## src/rtl/dbgu_pkg.sv

```systemverilog
package dbgu_pkg;

    localparam int STAT_W   = 8;
    localparam int BRK_LEN  = 10;

    localparam int B_RDRF   = 7;
    localparam int B_OVR    = 6;
    localparam int B_FERR   = 5;
    localparam int B_BRK    = 4;
    localparam int B_TXE    = 3;
    localparam int B_TCOL   = 2;
    localparam int B_RBUSY  = 1;
    localparam int B_TBUSY  = 0;

    typedef enum logic [1:0] {
        K_STICKY  = 2'd0,
        K_TXEMPTY = 2'd1,
        K_MIRROR  = 2'd2
    } bit_kind_e;

    typedef struct packed {
        logic rdrf;
        logic ovr;
        logic ferr;
        logic brk;
        logic txe;
        logic tcol;
        logic rbusy;
        logic tbusy;
    } stat_t;

    function automatic bit_kind_e kind_of(input int idx);
        if (idx == B_TXE)
            return K_TXEMPTY;
        else if (idx == B_RBUSY || idx == B_TBUSY)
            return K_MIRROR;
        else
            return K_STICKY;
    endfunction

    function automatic logic rst_bit(input int idx);
        return (idx == B_TXE) ? 1'b1 : 1'b0;
    endfunction

    function automatic stat_t w1_mask(input logic wr, input logic [STAT_W-1:0] d);
        return wr ? stat_t'(d) : stat_t'('0);
    endfunction

endpackage

```

## src/rtl/dbgu_flag.sv

```systemverilog
module dbgu_flag #(
    parameter logic RST_VAL = 1'b0
) (
    input  logic clk,
    input  logic rst,
    input  logic set_i,
    input  logic clr_i,
    output logic q_o
);
    logic q;

    always_ff @(posedge clk) begin
        if (rst)
            q <= RST_VAL;
        else if (set_i)
            q <= 1'b1;
        else if (clr_i)
            q <= 1'b0;
    end

    assign q_o = q;


    set_wins_chk: assert property (@(posedge clk) disable iff (rst)
        set_i |=> q_o);


    hold_idle_chk: assert property (@(posedge clk) disable iff (rst)
        (!set_i && !clr_i) |=> $stable(q_o));


    clr_only_chk: assert property (@(posedge clk) disable iff (rst)
        (clr_i && !set_i) |=> !q_o);

endmodule

```

## src/rtl/dbgu_brk_det.sv

```systemverilog
module dbgu_brk_det #(
    parameter int BRK_BITS = 10
) (
    input  logic clk,
    input  logic rst,
    input  logic bit_vld,
    input  logic bit_lvl,
    output logic hit_o
);
    localparam int CW = $clog2(BRK_BITS + 1);
    localparam logic [CW-1:0] CNT_MAX  = CW'(BRK_BITS);
    localparam logic [CW-1:0] CNT_LAST = CW'(BRK_BITS - 1);

    logic [CW-1:0] low_cnt;
    logic          low_bit;

    assign low_bit = bit_vld && !bit_lvl;
    assign hit_o   = low_bit && (low_cnt == CNT_LAST);

    always_ff @(posedge clk) begin
        if (rst)
            low_cnt <= '0;
        else if (bit_vld) begin
            if (bit_lvl)
                low_cnt <= '0;
            else if (low_cnt != CNT_MAX)
                low_cnt <= low_cnt + 1'b1;
        end
    end


    brk_once_chk: assert property (@(posedge clk) disable iff (rst)
        hit_o |=> !hit_o);


    brk_sat_chk: assert property (@(posedge clk) disable iff (rst)
        low_cnt <= CNT_MAX);


    brk_rearm_chk: assert property (@(posedge clk) disable iff (rst)
        (bit_vld && bit_lvl) |=> (low_cnt == '0));

endmodule

```

## src/rtl/dbgu_tx_hold.sv

```systemverilog
module dbgu_tx_hold (
    input  logic clk,
    input  logic rst,
    input  logic hold_wr,
    input  logic take_i,
    input  logic abort_req,
    output logic txe_o,
    output logic abort_o
);
    logic txe_q;
    logic abort_q;

    always_ff @(posedge clk) begin
        if (rst) begin
            txe_q   <= 1'b1;
            abort_q <= 1'b0;
        end else begin
            abort_q <= abort_req && !txe_q;
            if (abort_req)
                txe_q <= 1'b1;
            else if (hold_wr)
                txe_q <= 1'b0;
            else if (take_i)
                txe_q <= 1'b1;
        end
    end

    assign txe_o   = txe_q;
    assign abort_o = abort_q;


    abort_sets_txe_chk: assert property (@(posedge clk) disable iff (rst)
        abort_o |-> txe_o);


    abort_single_chk: assert property (@(posedge clk) disable iff (rst)
        abort_o |=> !abort_o);


    hold_clears_chk: assert property (@(posedge clk) disable iff (rst)
        (hold_wr && !abort_req) |=> !txe_o);

endmodule

```

## src/rtl/dbgu_status.sv

```systemverilog
module dbgu_status
    import dbgu_pkg::*;
#(
    parameter int BRK_BITS = BRK_LEN
) (
    input  logic              clk,
    input  logic              rst,
    input  logic              rx_byte_load,
    input  logic              rx_host_wr,
    input  logic              rx_host_rd,
    input  logic              rx_frame_bad,
    input  logic              rx_bit_stb,
    input  logic              rx_bit_val,
    input  logic              rx_busy,
    input  logic              tx_host_wr,
    input  logic              tx_shift_take,
    input  logic              tx_collide,
    input  logic              tx_busy,
    input  logic              stat_wr,
    input  logic [STAT_W-1:0] stat_wdata,
    output logic [STAT_W-1:0] stat_q,
    output logic              tx_abort
);
    stat_t             set_s;
    stat_t             clr_s;
    stat_t             w1;
    logic [STAT_W-1:0] set_v;
    logic [STAT_W-1:0] clr_v;
    logic [STAT_W-1:0] word;
    logic              rx_new;
    logic              brk_hit;
    logic              abort_w;

    assign rx_new = rx_byte_load || rx_host_wr;
    assign w1     = w1_mask(stat_wr, stat_wdata);

    dbgu_brk_det #(
        .BRK_BITS (BRK_BITS)
    ) u_brk (
        .clk     (clk),
        .rst     (rst),
        .bit_vld (rx_bit_stb),
        .bit_lvl (rx_bit_val),
        .hit_o   (brk_hit)
    );

    always_comb begin
        set_s       = '0;
        clr_s       = '0;
        set_s.rdrf  = rx_new;
        clr_s.rdrf  = w1.rdrf || rx_host_rd;
        set_s.ovr   = rx_new && word[B_RDRF] && !rx_host_rd;
        clr_s.ovr   = w1.ovr;
        set_s.ferr  = rx_frame_bad;
        clr_s.ferr  = w1.ferr;
        set_s.brk   = brk_hit;
        clr_s.brk   = w1.brk;
        set_s.txe   = tx_shift_take;
        clr_s.txe   = w1.txe;
        set_s.tcol  = tx_collide;
        clr_s.tcol  = w1.tcol;
        set_s.rbusy = rx_busy;
        set_s.tbusy = tx_busy;
    end

    assign set_v = set_s;
    assign clr_v = clr_s;

    for (genvar i = 0; i < STAT_W; i++) begin : g_bit
        if (kind_of(i) == K_STICKY) begin : g_sticky
            dbgu_flag #(
                .RST_VAL (rst_bit(i))
            ) u_flag (
                .clk   (clk),
                .rst   (rst),
                .set_i (set_v[i]),
                .clr_i (clr_v[i]),
                .q_o   (word[i])
            );
        end else if (kind_of(i) == K_TXEMPTY) begin : g_txe
            dbgu_tx_hold u_txh (
                .clk       (clk),
                .rst       (rst),
                .hold_wr   (tx_host_wr),
                .take_i    (set_v[i]),
                .abort_req (clr_v[i]),
                .txe_o     (word[i]),
                .abort_o   (abort_w)
            );
        end else begin : g_mirror
            logic m_q;
            always_ff @(posedge clk) begin
                if (rst)
                    m_q <= rst_bit(i);
                else
                    m_q <= set_v[i] && !clr_v[i];
            end
            assign word[i] = m_q;
        end
    end

    assign stat_q   = word;
    assign tx_abort = abort_w;


    busy_mirror_chk: assert property (@(posedge clk) disable iff (rst)
        1'b1 |=> (stat_q[B_RBUSY] == $past(rx_busy)) && (stat_q[B_TBUSY] == $past(tx_busy)));


    rdrf_set_chk: assert property (@(posedge clk) disable iff (rst)
        (rx_byte_load || rx_host_wr) |=> stat_q[B_RDRF]);


    overrun_chk: assert property (@(posedge clk) disable iff (rst)
        ((rx_byte_load || rx_host_wr) && stat_q[B_RDRF] && !rx_host_rd) |=> stat_q[B_OVR]);


    abort_cause_chk: assert property (@(posedge clk) disable iff (rst)
        (stat_wr && stat_wdata[B_TXE] && !stat_q[B_TXE]) |=> tx_abort);

endmodule

```

## config.mk

```make
export PLATFORM = sky130hd
export DESIGN_NAME = dbgu_status
export DESIGN_NICKNAME = d
export VERILOG_FILES = /design/src/rtl/dbgu_pkg.sv /design/src/rtl/dbgu_flag.sv /design/src/rtl/dbgu_brk_det.sv /design/src/rtl/dbgu_tx_hold.sv /design/src/rtl/dbgu_status.sv
export SDC_FILE = /design/constraint.sdc
export NUM_CORES = 1
export LEC_CHECK = 0
export BUFFER_PORTS_ARGS = -buffer_cell sky130_fd_sc_hd__buf_2
export CAP_MARGIN = 20
export CORE_MARGIN = 3
export CORE_UTILIZATION = 42
export CTS_CLUSTER_DIAMETER = 200
export CTS_CLUSTER_SIZE = 40
export DETAILED_ROUTE_END_ITERATION = 7
export PLACE_DENSITY = 0.82
export REMOVE_ABC_BUFFERS = 1
export SYNTH_ARGS = -nofsm -noshare
export SYNTH_HDL_FRONTEND = slang
export SYNTH_SLANG_ARGS = --single-unit
```

## constraint.sdc

```tcl
create_clock -name clk -period 1.55 [get_ports clk]
set_input_delay 0.31 -clock clk [delete_from_list [all_inputs] [get_ports clk]]
set_output_delay 0.31 -clock clk [all_outputs]
set_load 0.05 [all_outputs]
```

Word-level counts from Yosys, hierarchy flattened
Index checks and enable logic that the tools add are counted.
{"block": "word_totals", "register_bits": 13, "in_bits": 22}
{"block": "op_classes", "addsub": 1, "eq_ne": 2, "muxes": 15, "reduce_logical": 19}
{"operator": "2-bit nonzero test", "count": 7}
{"operator": "1-bit 2-to-1 mux", "count": 12}
{"operator": "4-bit 2-to-1 mux", "count": 2}
{"operator": "8-bit 2-to-1 mux", "count": 1}
{"operator": "1-bit logical AND", "count": 5}
{"operator": "4-bit by 1-bit adder with 4-bit output (second input constant)", "count": 1}
{"operator": "4-bit equality test (second input constant)", "count": 1}
{"operator": "4-bit inequality test (second input constant)", "count": 1}
{"operator": "1-bit zero test", "count": 3}
{"operator": "1-bit logical OR", "count": 2}
{"operator": "2-bit AND reduction", "count": 1}
{"operator": "2-bit OR reduction", "count": 1}

Longest topological paths before layout
Gate-level depths: netlist (run 1).
{"block": "depth", "ltp_word": 4, "mapped_depth": 5, "mapped_depth_nobuf": 5}

By module
From an unflattened synthesis (run 1), not the netlist that was laid out.
{"block": "unflattened", "hier_cells": 69, "hier_area_um2": 625.6}
{"mod": "dbgu_brk_det", "n_inst": 1, "cells_each": 29, "area_each_um2": 245.2}
{"mod": "dbgu_flag", "n_inst": 5, "cells_each": 4, "area_each_um2": 38.8}
{"mod": "dbgu_status", "n_inst": 1, "cells_each": 14, "area_each_um2": 121.4}
{"mod": "dbgu_tx_hold", "n_inst": 1, "cells_each": 6, "area_each_um2": 65.1}

Worst setup path before layout (run 1)
No wires, ideal clock.
{"block": "synth_path", "kind": "reg2reg", "from": "register u_brk.low_cnt[0]", "to": "register u_brk.low_cnt[1]", "setup_ns": 0.132, "t_arrival_ns": 1.050, "setup_slack_ns": 0.368, "stages_incl_launch_ff": 6, "n_path_buf": 0, "period_less_slack_ns": 1.182, "path_cell_list": "dfxtp_1 inv_1 ha_1 and4bb_2 o21ai_0 a21oi_1"}
{"block": "synth_via", "elab_chain_len": 3}
{"element": "start, declared", "line": "dbgu_brk_det.sv:14", "text": "logic [CW-1:0] low_cnt;"}
{"element": "start signal, assigned", "line": "dbgu_brk_det.sv:27", "text": "low_cnt <= low_cnt + 1'b1;"}
{"element": "4-bit by 1-bit adder with 4-bit output / 4-bit inequality test (equally long branches)", "line": "dbgu_brk_det.sv:27, dbgu_brk_det.sv:26"}
{"element": "4-bit 2-to-1 mux / 2-bit nonzero test (equally long branches)"}
{"element": "4-bit 2-to-1 mux / 2-bit AND reduction (equally long branches)"}
Parallel ways exist; a longest one is shown, timed or not. The select of a mux whose other input is x is not followed.
A chain may end at the register's enable or synchronous reset.

Worst setup path after layout (run 1)
{"block": "layout_path", "from": "register u_brk.low_cnt[0]", "to": "register u_brk.low_cnt[0]"}
Same word-level chain as after synthesis.

==> results of run 1 <==
path summary, 6_finish.rpt:
path,start,end,slack (ns),depth (start not counted)
min,tx_host_wr,g_bit[3].g_txe.u_txh.txe_o$_SDFFE_PP1P_,0.22,2
max,u_brk.low_cnt[0]$_SDFFE_PP0P_,u_brk.low_cnt[0]$_SDFFE_PP0P_,0.24,5
min reg2reg,g_bit[3].g_txe.u_txh.txe_o$_SDFFE_PP1P_,g_bit[3].g_txe.u_txh.abort_o$_SDFF_PP0_,0.44,1
max reg2reg,u_brk.low_cnt[0]$_SDFFE_PP0P_,u_brk.low_cnt[0]$_SDFFE_PP0P_,0.24,5
synthesized netlist by cell type:
cell,n
a31oi_1,1
buf_4,8
clkbuf_1,1
nand4b_1,2
nand3b_1,2
a21oi_1,9
nand3_1,2
inv_1,3
or4_1,1
dfxtp_1,13
and4bb_2,1
nor3_1,1
o21ai_0,6
a211oi_1,1
ha_1,3
nand2_1,9
nor2_1,4
nor2b_1,4
critical path, stage by stage (launching register included):
cell,delay (ns)
dfxtp_1,0.42
inv_1,0.09
ha_1,0.22
and4bb_2,0.23
o21ai_0,0.15
a21oi_1,0.08
final cells by class:
class	count	area (sq um)	area share (%)
inverter	3	11.3	1.55
multi-input combinational	46	268	37.0
tap	15	18.8	2.59
sequential	13	260	35.9
timing repair buffer	28	140	19.3
clock buffer	4	26.3	3.63
layer usage:
| layer | part of all wire (%) | routed length (um) | up-vias | GRT usage, % |
|---|---|---|---|---|
| li1 | - | - | 282 | - |
| met1 | 45 | 539 | 232 | 15.2 |
| met2 | 51 | 608 | 10 | 23.0 |
| met3 | 4.3 | 51 | 0 | 4.98 |
| met4 | 0 | 0 | 0 | 3.61 |
| met5 | 0 | 0 | - | 0 |
metrics by stage:
| stage | hold WS [ns] | cell area [sq um] |
|---|---|---|
| floorplan | 0.379 | 539 |
| global placement | 0.426 | 698 |
| detailed placement | 0.431 | 698 |
| CTS | 0.209 | 724 |
| global route | 0.211 | 724 |
| finish | 0.220 | 724 |
cells by family after synthesis:
group	count (synthesis)	share of synthesized area (%)
AND/OR/NAND/NOR	26	23.4
AO/OA/AOI/OAI	17	14.7
flip-flops	13	43.2
buffers and inverters	12	12.4
adder cells (fa/ha/maj)	3	6.22
flip-flops by register name (all words and copies together), names as in the netlist:
register,cells
g_bit.g_mirror.m_q,2
g_bit.g_txe.u_txh.abort_o,1
g_bit.g_sticky.u_flag.q_o,5
g_bit.g_txe.u_txh.txe_o,1
u_brk.low_cnt,4
where the power goes:
group	total, W	internal (W)	switching (W)
clock	0.000204	0.0000997	0.000104
sequential	0.000355	0.000348	0.00000766
combinational	0.000113	0.0000385	0.0000743
==> results.sh, run 1 <==
export IMPL_outcome="completed"
export IMPL_clkSinkCount=13
export IMPL_grt_max_degree=14
export IMPL_ir_drop_mv=0.544
export IMPL_crit_path_start_kind="register"
export IMPL_pin_count=31
export IMPL_drv_cap=0
export IMPL_cts_path_max_buffers=2
export IMPL_fin_util_pct=55.0
export IMPL_fmaxAchievable_mhz=765
export IMPL_die_w_um=43.9
export IMPL_htreeDepth=1
export IMPL_final_cell_mix="buf_2, dfxtp_1, a21oi_1, nand2_1, o21ai_0"
export IMPL_rows=13
export IMPL_nets=120
export IMPL_postCtsSetupBuffers=0
export IMPL_tightest_slew_ns=0.294
export IMPL_layout_setup_ws_ns=0.243
export IMPL_wire_per_inst_um=11.0
export IMPL_grt_pass1_wl_um=1930
export IMPL_antenna_cells=0
export IMPL_drc=0
export IMPL_worstPathRequired_ns=1.71
export IMPL_power_per_cell_area_nw_per_um2=927
export IMPL_fin_tns_setup_ns=0
export IMPL_overflow=0
export IMPL_worstHoldPathType="primary input to register"
export IMPL_yosys_register_bits=13
export IMPL_hold_viol_final=0
export IMPL_syn_cell_area_sq_um=603
export IMPL_cts_inserted_buffers=3
export IMPL_design_core_area_sq_um=1320
export IMPL_criticalPathCategory="register to register"
export IMPL_rsz0062_at_grt="no"
export IMPL_cts_hold_buf=0
export IMPL_placed_cells=105
export IMPL_synth_area_leader_cell="dfxtp_1"
export IMPL_syn_to_final_growth_pct=20.1
export IMPL_yosysTopAreaCellShare_pct=43.2
export IMPL_grt_use_total_pct=13.3
export IMPL_drv_slew=0
export IMPL_p_leak_nw=0.330
export IMPL_netlist_instances=71
export IMPL_routed_wl_um=1200
export IMPL_mostFrequentLayoutCell="buf_2"
export IMPL_initial_utilization_pct=45.8
export IMPL_die_area_sq_um=1930
export IMPL_synth_warnings=0
export IMPL_drive_gt1_share_pct=34.0
export IMPL_finalPower_w=0.000672
export IMPL_grt_pass1_vias=450
export IMPL_drtIter0Drc=8
export IMPL_finalSetupViolCount=0
export IMPL_pre_cts_slack_ns=0.236
export IMPL_drtPass1Iterations=3
export IMPL_finClkSkew_ns=0.00448
export IMPL_hpwl_um=925
export IMPL_synth_top_cells_by_area="dfxtp_1, buf_4, a21oi_1"
export IMPL_max_slew_margin_pct=80.4
export IMPL_via_per_inst=4.81
export IMPL_via_count=524
export IMPL_post_route_min_period_ns=1.31
export IMPL_cts_root_buf="clkbuf_4"
export IMPL_period_share_pct=84.3
export IMPL_cts_tree="done"
export IMPL_clock_latency_ns=0.27
export IMPL_final_cells=109
export IMPL_port_buffers=28
export IMPL_globalplace_congestion=0.797
export IMPL_ctsResizeCount=0
export IMPL_die_h_um=43.9
export IMPL_fillers=124
export IMPL_cp_max_fo=6
export IMPL_cp_arrival_ns=1.47
export IMPL_ant_nets=0
export IMPL_syn_avg_cell_area_sq_um=8.49
export IMPL_synth_seq_area_share_pct=43.2
export IMPL_yosysUniqueCellTypes=18
export IMPL_cp_end_kind="register"
export IMPL_antenna_found_initial=0
export IMPL_path_clk_slew_ns=0.08
Power figures use the tool's default switching activity.
==> run 2: changes to the inputs <==
Clock period 1.55 ns to 1.4 ns, I/O delays scaled along.
==> results.sh, run 2 (synthesis results as in run 1) <==
export IMPL_outcome="completed"
export IMPL_crit_path_start_kind="register"
export IMPL_wire_per_inst_um=11.0
export IMPL_die_w_um=43.9
export IMPL_p_leak_nw=0.338
export IMPL_drtIter0Drc=2
export IMPL_cts_path_max_buffers=2
export IMPL_syn_to_final_growth_pct=21.6
export IMPL_rsz0062_at_grt="no"
export IMPL_drv_slew=0
export IMPL_grt_pass1_vias=524
export IMPL_grt_pass1_wl_um=2060
export IMPL_path_cells="inv_1 -> ha_1 -> and4bb_2 -> o21ai_0 -> a21oi_1"
export IMPL_cts_inserted_buffers=3
export IMPL_die_area_sq_um=1930
export IMPL_routed_wl_um=1210
export IMPL_fillers=124
export IMPL_whs_path_depth=2
export IMPL_grt_use_total_pct=14.5
export IMPL_finClkSkew_ns=0.0109
export IMPL_postCtsSetupBuffers=0
export IMPL_initial_utilization_pct=45.8
export IMPL_tightest_slew_ns=0.306
export IMPL_reg2reg_depth=5
export IMPL_drtPass1Iterations=2
export IMPL_cp_max_fo=2
export IMPL_via_count=549
export IMPL_slowest_delay_ns=0.34
export IMPL_slowest_stage="dfxtp_1"
export IMPL_largest_register_ffs=5
export IMPL_clkSinkCount=13
export IMPL_worstPathRequired_ns=1.57
export IMPL_clock_latency_ns=0.28
export IMPL_htreeDepth=1
export IMPL_cp_arrival_ns=1.37
export IMPL_drive_gt1_share_pct=35.8
export IMPL_post_route_min_period_ns=1.20
export IMPL_overflow=0
export IMPL_criticalPathCategory="register to register"
export IMPL_fin_tns_setup_ns=0
export IMPL_mostFrequentLayoutCell="buf_2"
export IMPL_grt_max_degree=14
export IMPL_finalPower_w=0.000752
export IMPL_cp_end_kind="register"
export IMPL_finalSetupViolCount=0
export IMPL_drv_cap=0
export IMPL_r2r_slack_ns=0.20
export IMPL_min_from="tx_host_wr"
export IMPL_worst_path_dominant_cell_family="flip-flops"
export IMPL_max_slew_margin_pct=79.5
export IMPL_ctsResizeCount=0
export IMPL_reg2reg_to="u_brk.low_cnt[0]$_SDFFE_PP0P_"
export IMPL_port_buffers=28
export IMPL_drc=0
export IMPL_final_cell_mix="buf_2, dfxtp_1, a21oi_1, nand2_1, o21ai_0"
export IMPL_cts_hold_buf=0
export IMPL_fmaxAchievable_mhz=831
export IMPL_globalplace_congestion=0.824
export IMPL_nets=121
export IMPL_hold_viol_final=0
export IMPL_ir_drop_mv=0.620
export IMPL_cts_tree="done"
export IMPL_power_per_cell_area_nw_per_um2=1030
export IMPL_holdPathEnd="g_bit[3].g_txe.u_txh.txe_o$_SDFFE_PP1P_"
export IMPL_die_h_um=43.9
export IMPL_via_per_inst=4.99
export IMPL_pin_count=31
export IMPL_rr_startpoint="u_brk.low_cnt[0]$_SDFFE_PP0P_"
export IMPL_path_clk_slew_ns=0.09
export IMPL_rows=13
export IMPL_period_share_pct=85.9
export IMPL_antenna_found_initial=0
export IMPL_worstHoldPathType="primary input to register"
export IMPL_cts_root_buf="clkbuf_4"
export IMPL_crit_buf_inv=1
export IMPL_design_core_area_sq_um=1320
export IMPL_antenna_cells=0
export IMPL_ant_nets=0
[run 2: changes by cell type in the layout (fill, tap and decap cells not counted)]
cell and delta:
clkbuf_1 -1, clkinv_2 +1, buf_4 +1
[run 2: final cells by class]
type	count	area (sq um)	share of cell area [%]
Clock buffer	3	22.5	3.07
Inverter	3	11.3	1.54
Clock inverter	1	5.00	0.683
Tap cell	15	18.8	2.56
Sequential cell	13	260	35.5
Timing Repair Buffer	29	148	20.1
Multi-Input combinational cell	46	268	36.5
[run 2: routing by layer]
layer	share of wire [%]	track usage, %	wire (um)
met1	40	14.9	484
met2	54	25.9	655
met3	4.3	4.98	52
met4	1.4	6.63	17
met5	0	0	0
[run 2: worst reg2reg max path, delay by kind of cell, from the launching register on]
family | cells | cell delay (ns)
buffers and inverters | 1 | 0.06
adders and majority gates | 1 | 0.21
DFF | 1 | 0.34
and+or+nand+nor | 1 | 0.24
AOI/OAI and AO/OA | 2 | 0.25
[run 2: power by group]
part	internal, W	switching, W
Sequential	0.000385	0.00000684
Combinational	0.0000447	0.0000846
Clock	0.000106	0.000125
Total	0.000536	0.000216
[run 2: worst max-delay path by stage]
| stage | startpoint | endpoint | slack, ns | cells after the start |
|---|---|---|---|---|
| after floorplan | u_brk.low_cnt[0]$_SDFFE_PP0P_ | u_brk.low_cnt[1]$_SDFFE_PP0P_ | 0.23 | 5 |
| after global routing | u_brk.low_cnt[0]$_SDFFE_PP0P_ | u_brk.low_cnt[0]$_SDFFE_PP0P_ | 0.09 | 5 |
| after CTS | u_brk.low_cnt[0]$_SDFFE_PP0P_ | u_brk.low_cnt[0]$_SDFFE_PP0P_ | 0.19 | 5 |
| after global placement | u_brk.low_cnt[0]$_SDFFE_PP0P_ | u_brk.low_cnt[0]$_SDFFE_PP0P_ | 0.28 | 5 |
| final | u_brk.low_cnt[0]$_SDFFE_PP0P_ | u_brk.low_cnt[0]$_SDFFE_PP0P_ | 0.20 | 5 |
| after detailed placement | u_brk.low_cnt[0]$_SDFFE_PP0P_ | u_brk.low_cnt[0]$_SDFFE_PP0P_ | 0.21 | 5 |
[run 2: per-stage QoR]
step	hold slack [ns]	setup slack (ns)	instances	utilization [%]	instance area, sq um
6_report	0.192	0.197	110	55.7	733
4_1_cts	0.187	0.185	110	55.7	733
2_1_floorplan	0.349	0.231	62	-	539
3_3_place_gp	0.429	0.277	106	53.6	706
5_1_grt	0.193	0.0888	110	55.7	733
3_5_place_dp	0.439	0.209	106	53.6	706
==> run 3: changes to the inputs <==
Settings changed: CORE_MARGIN 3 to 5, SLEW_MARGIN set to 20.
==> results.sh, run 3 (synthesis results as in run 1) <==
export IMPL_via_per_inst=4.99
export IMPL_syn_to_final_growth_pct=20.3
export IMPL_final_cell_mix="buf_2, dfxtp_1, a21oi_1, nand2_1, o21ai_0"
export IMPL_cts_root_buf="clkbuf_4"
export IMPL_finalSetupViolCount=0
export IMPL_port_buffers=28
export IMPL_finClkSkew_ns=0.00609
export IMPL_register_area_sq_um=262
export IMPL_p_leak_nw=0.330
export IMPL_worstHoldPathType="primary input to register"
export IMPL_hold_viol_final=0
export IMPL_place_area_sq_um=698
export IMPL_htreeDepth=1
export IMPL_post_route_min_period_ns=1.25
export IMPL_antenna_cells=0
export IMPL_met1_length_um=460
export IMPL_reg2reg_depth=5
export IMPL_rsz0062_at_grt="no"
export IMPL_drv_slew=0
export IMPL_die_h_um=47.9
export IMPL_cts_tree="done"
export IMPL_globalplace_congestion=0.649
export IMPL_path_clk_slew_ns=0.08
export IMPL_grt_pass1_vias=508
export IMPL_hpwl_um=1010
export IMPL_wire_per_inst_um=12.0
export IMPL_criticalPathCategory="register to register"
export IMPL_postCtsSetupBuffers=0
export IMPL_period_share_pct=89.6
export IMPL_whs_path_depth=2
export IMPL_die_w_um=47.9
export IMPL_grt_use_total_pct=13.1
export IMPL_grt_pass1_wl_um=2080
export IMPL_overflow=0
export IMPL_clkSinkCount=13
export IMPL_largest_register_ffs=5
export IMPL_routed_top_layer="met4"
export IMPL_drc=0
export IMPL_cp_end_kind="register"
export IMPL_mostFrequentLayoutCell="buf_2"
export IMPL_routed_wl_um=1310
export IMPL_ant_nets=0
export IMPL_clock_latency_ns=0.27
export IMPL_power_per_cell_area_nw_per_um2=1040
export IMPL_rows=13
export IMPL_cp_max_fo=6
export IMPL_drtIter0Drc=8
export IMPL_drive_gt1_share_pct=35.1
export IMPL_max_slew_margin_pct=82.1
export IMPL_wl_met3_um=91
export IMPL_final_cell_area_sq_um=726
export IMPL_outcome="completed"
export IMPL_nets=120
export IMPL_drv_cap=0
export IMPL_ir_drop_mv=0.503
export IMPL_design_core_area_sq_um=1330
export IMPL_via_count=544
export IMPL_pin_count=31
export IMPL_drtPass1Iterations=4
export IMPL_wl_met2_um=734
export IMPL_worstPathRequired_ns=1.55
export IMPL_cts_inserted_buffers=3
export IMPL_grt_max_degree=14
export IMPL_cts_path_max_buffers=2
export IMPL_tightest_slew_ns=0.268
export IMPL_fillers=132
export IMPL_cp_arrival_ns=1.41
export IMPL_antenna_found_initial=0
export IMPL_die_area_sq_um=2290
export IMPL_multiInputGateArea_sq_um=268
export IMPL_fin_tns_setup_ns=0
export IMPL_fmaxAchievable_mhz=797
export IMPL_crit_path_start_kind="register"
export IMPL_initial_utilization_pct=45.2
-- run 3: where the power goes --
part           total, W  internal (W)  switching [W]  leakage [nW]
Sequential     0.000394      0.000385     0.00000885         0.107
Combinational  0.000126     0.0000425      0.0000832         0.208
Clock          0.000231      0.000110       0.000121        0.0150
-- run 3: area by class of cell --
type / count / area share [%]
multi-input combinational: 46 / 36.9
sequential: 13 / 36.0
timing repair buffer: 28 / 19.3
clock buffer: 4 / 3.62
tap: 15 / 2.59
inverter: 3 / 1.55
-- run 3: final timing paths --
path                            slack [ns]                                      end                               startpoint
worst min-delay path                  0.20  g_bit[3].g_txe.u_txh.txe_o$_SDFFE_PP1P_                               tx_host_wr
worst max register to register        0.15            u_brk.low_cnt[1]$_SDFFE_PP0P_            u_brk.low_cnt[0]$_SDFFE_PP0P_
worst min register to register        0.44  g_bit[3].g_txe.u_txh.abort_o$_SDFF_PP0_  g_bit[3].g_txe.u_txh.txe_o$_SDFFE_PP1P_
worst max-delay path                  0.15            u_brk.low_cnt[1]$_SDFFE_PP0P_            u_brk.low_cnt[0]$_SDFFE_PP0P_
-- run 3: metrics by stage --
step	hold slack [ns]	std cells	worst slack (ns)	util, %	power [W]
finish	0.200	109	0.145	54.4	0.000751
global route	0.214	109	0.0467	54.4	0.000786
CTS	0.195	109	0.0696	54.3	0.000756
detailed placement	0.430	105	0.0860	52.3	0.000529
global placement	0.426	105	0.152	52.3	0.000525
floorplan	0.349	62	0.231	-	0.000474
-- run 3: layer usage --
layer / vias up / GRT usage (%)
met5: - / 0
met4: 0 / 8.06
met3: 2 / 4.14
met2: 21 / 21.6
met1: 240 / 14.6
li1: 281 / -
-- run 3: timing repair --
item | CTS | global route
gates resized for setup | 0 | 1
hold buffers | 0 | 0
endpoints found under the setup margin | 0 | 2
-- run 3: critical path: stages, from the launching register on --
cell	delay [ns]
dfxtp_2	0.39
inv_1	0.08
ha_1	0.21
and4bb_2	0.23
o21ai_0	0.14
a21oi_1	0.09
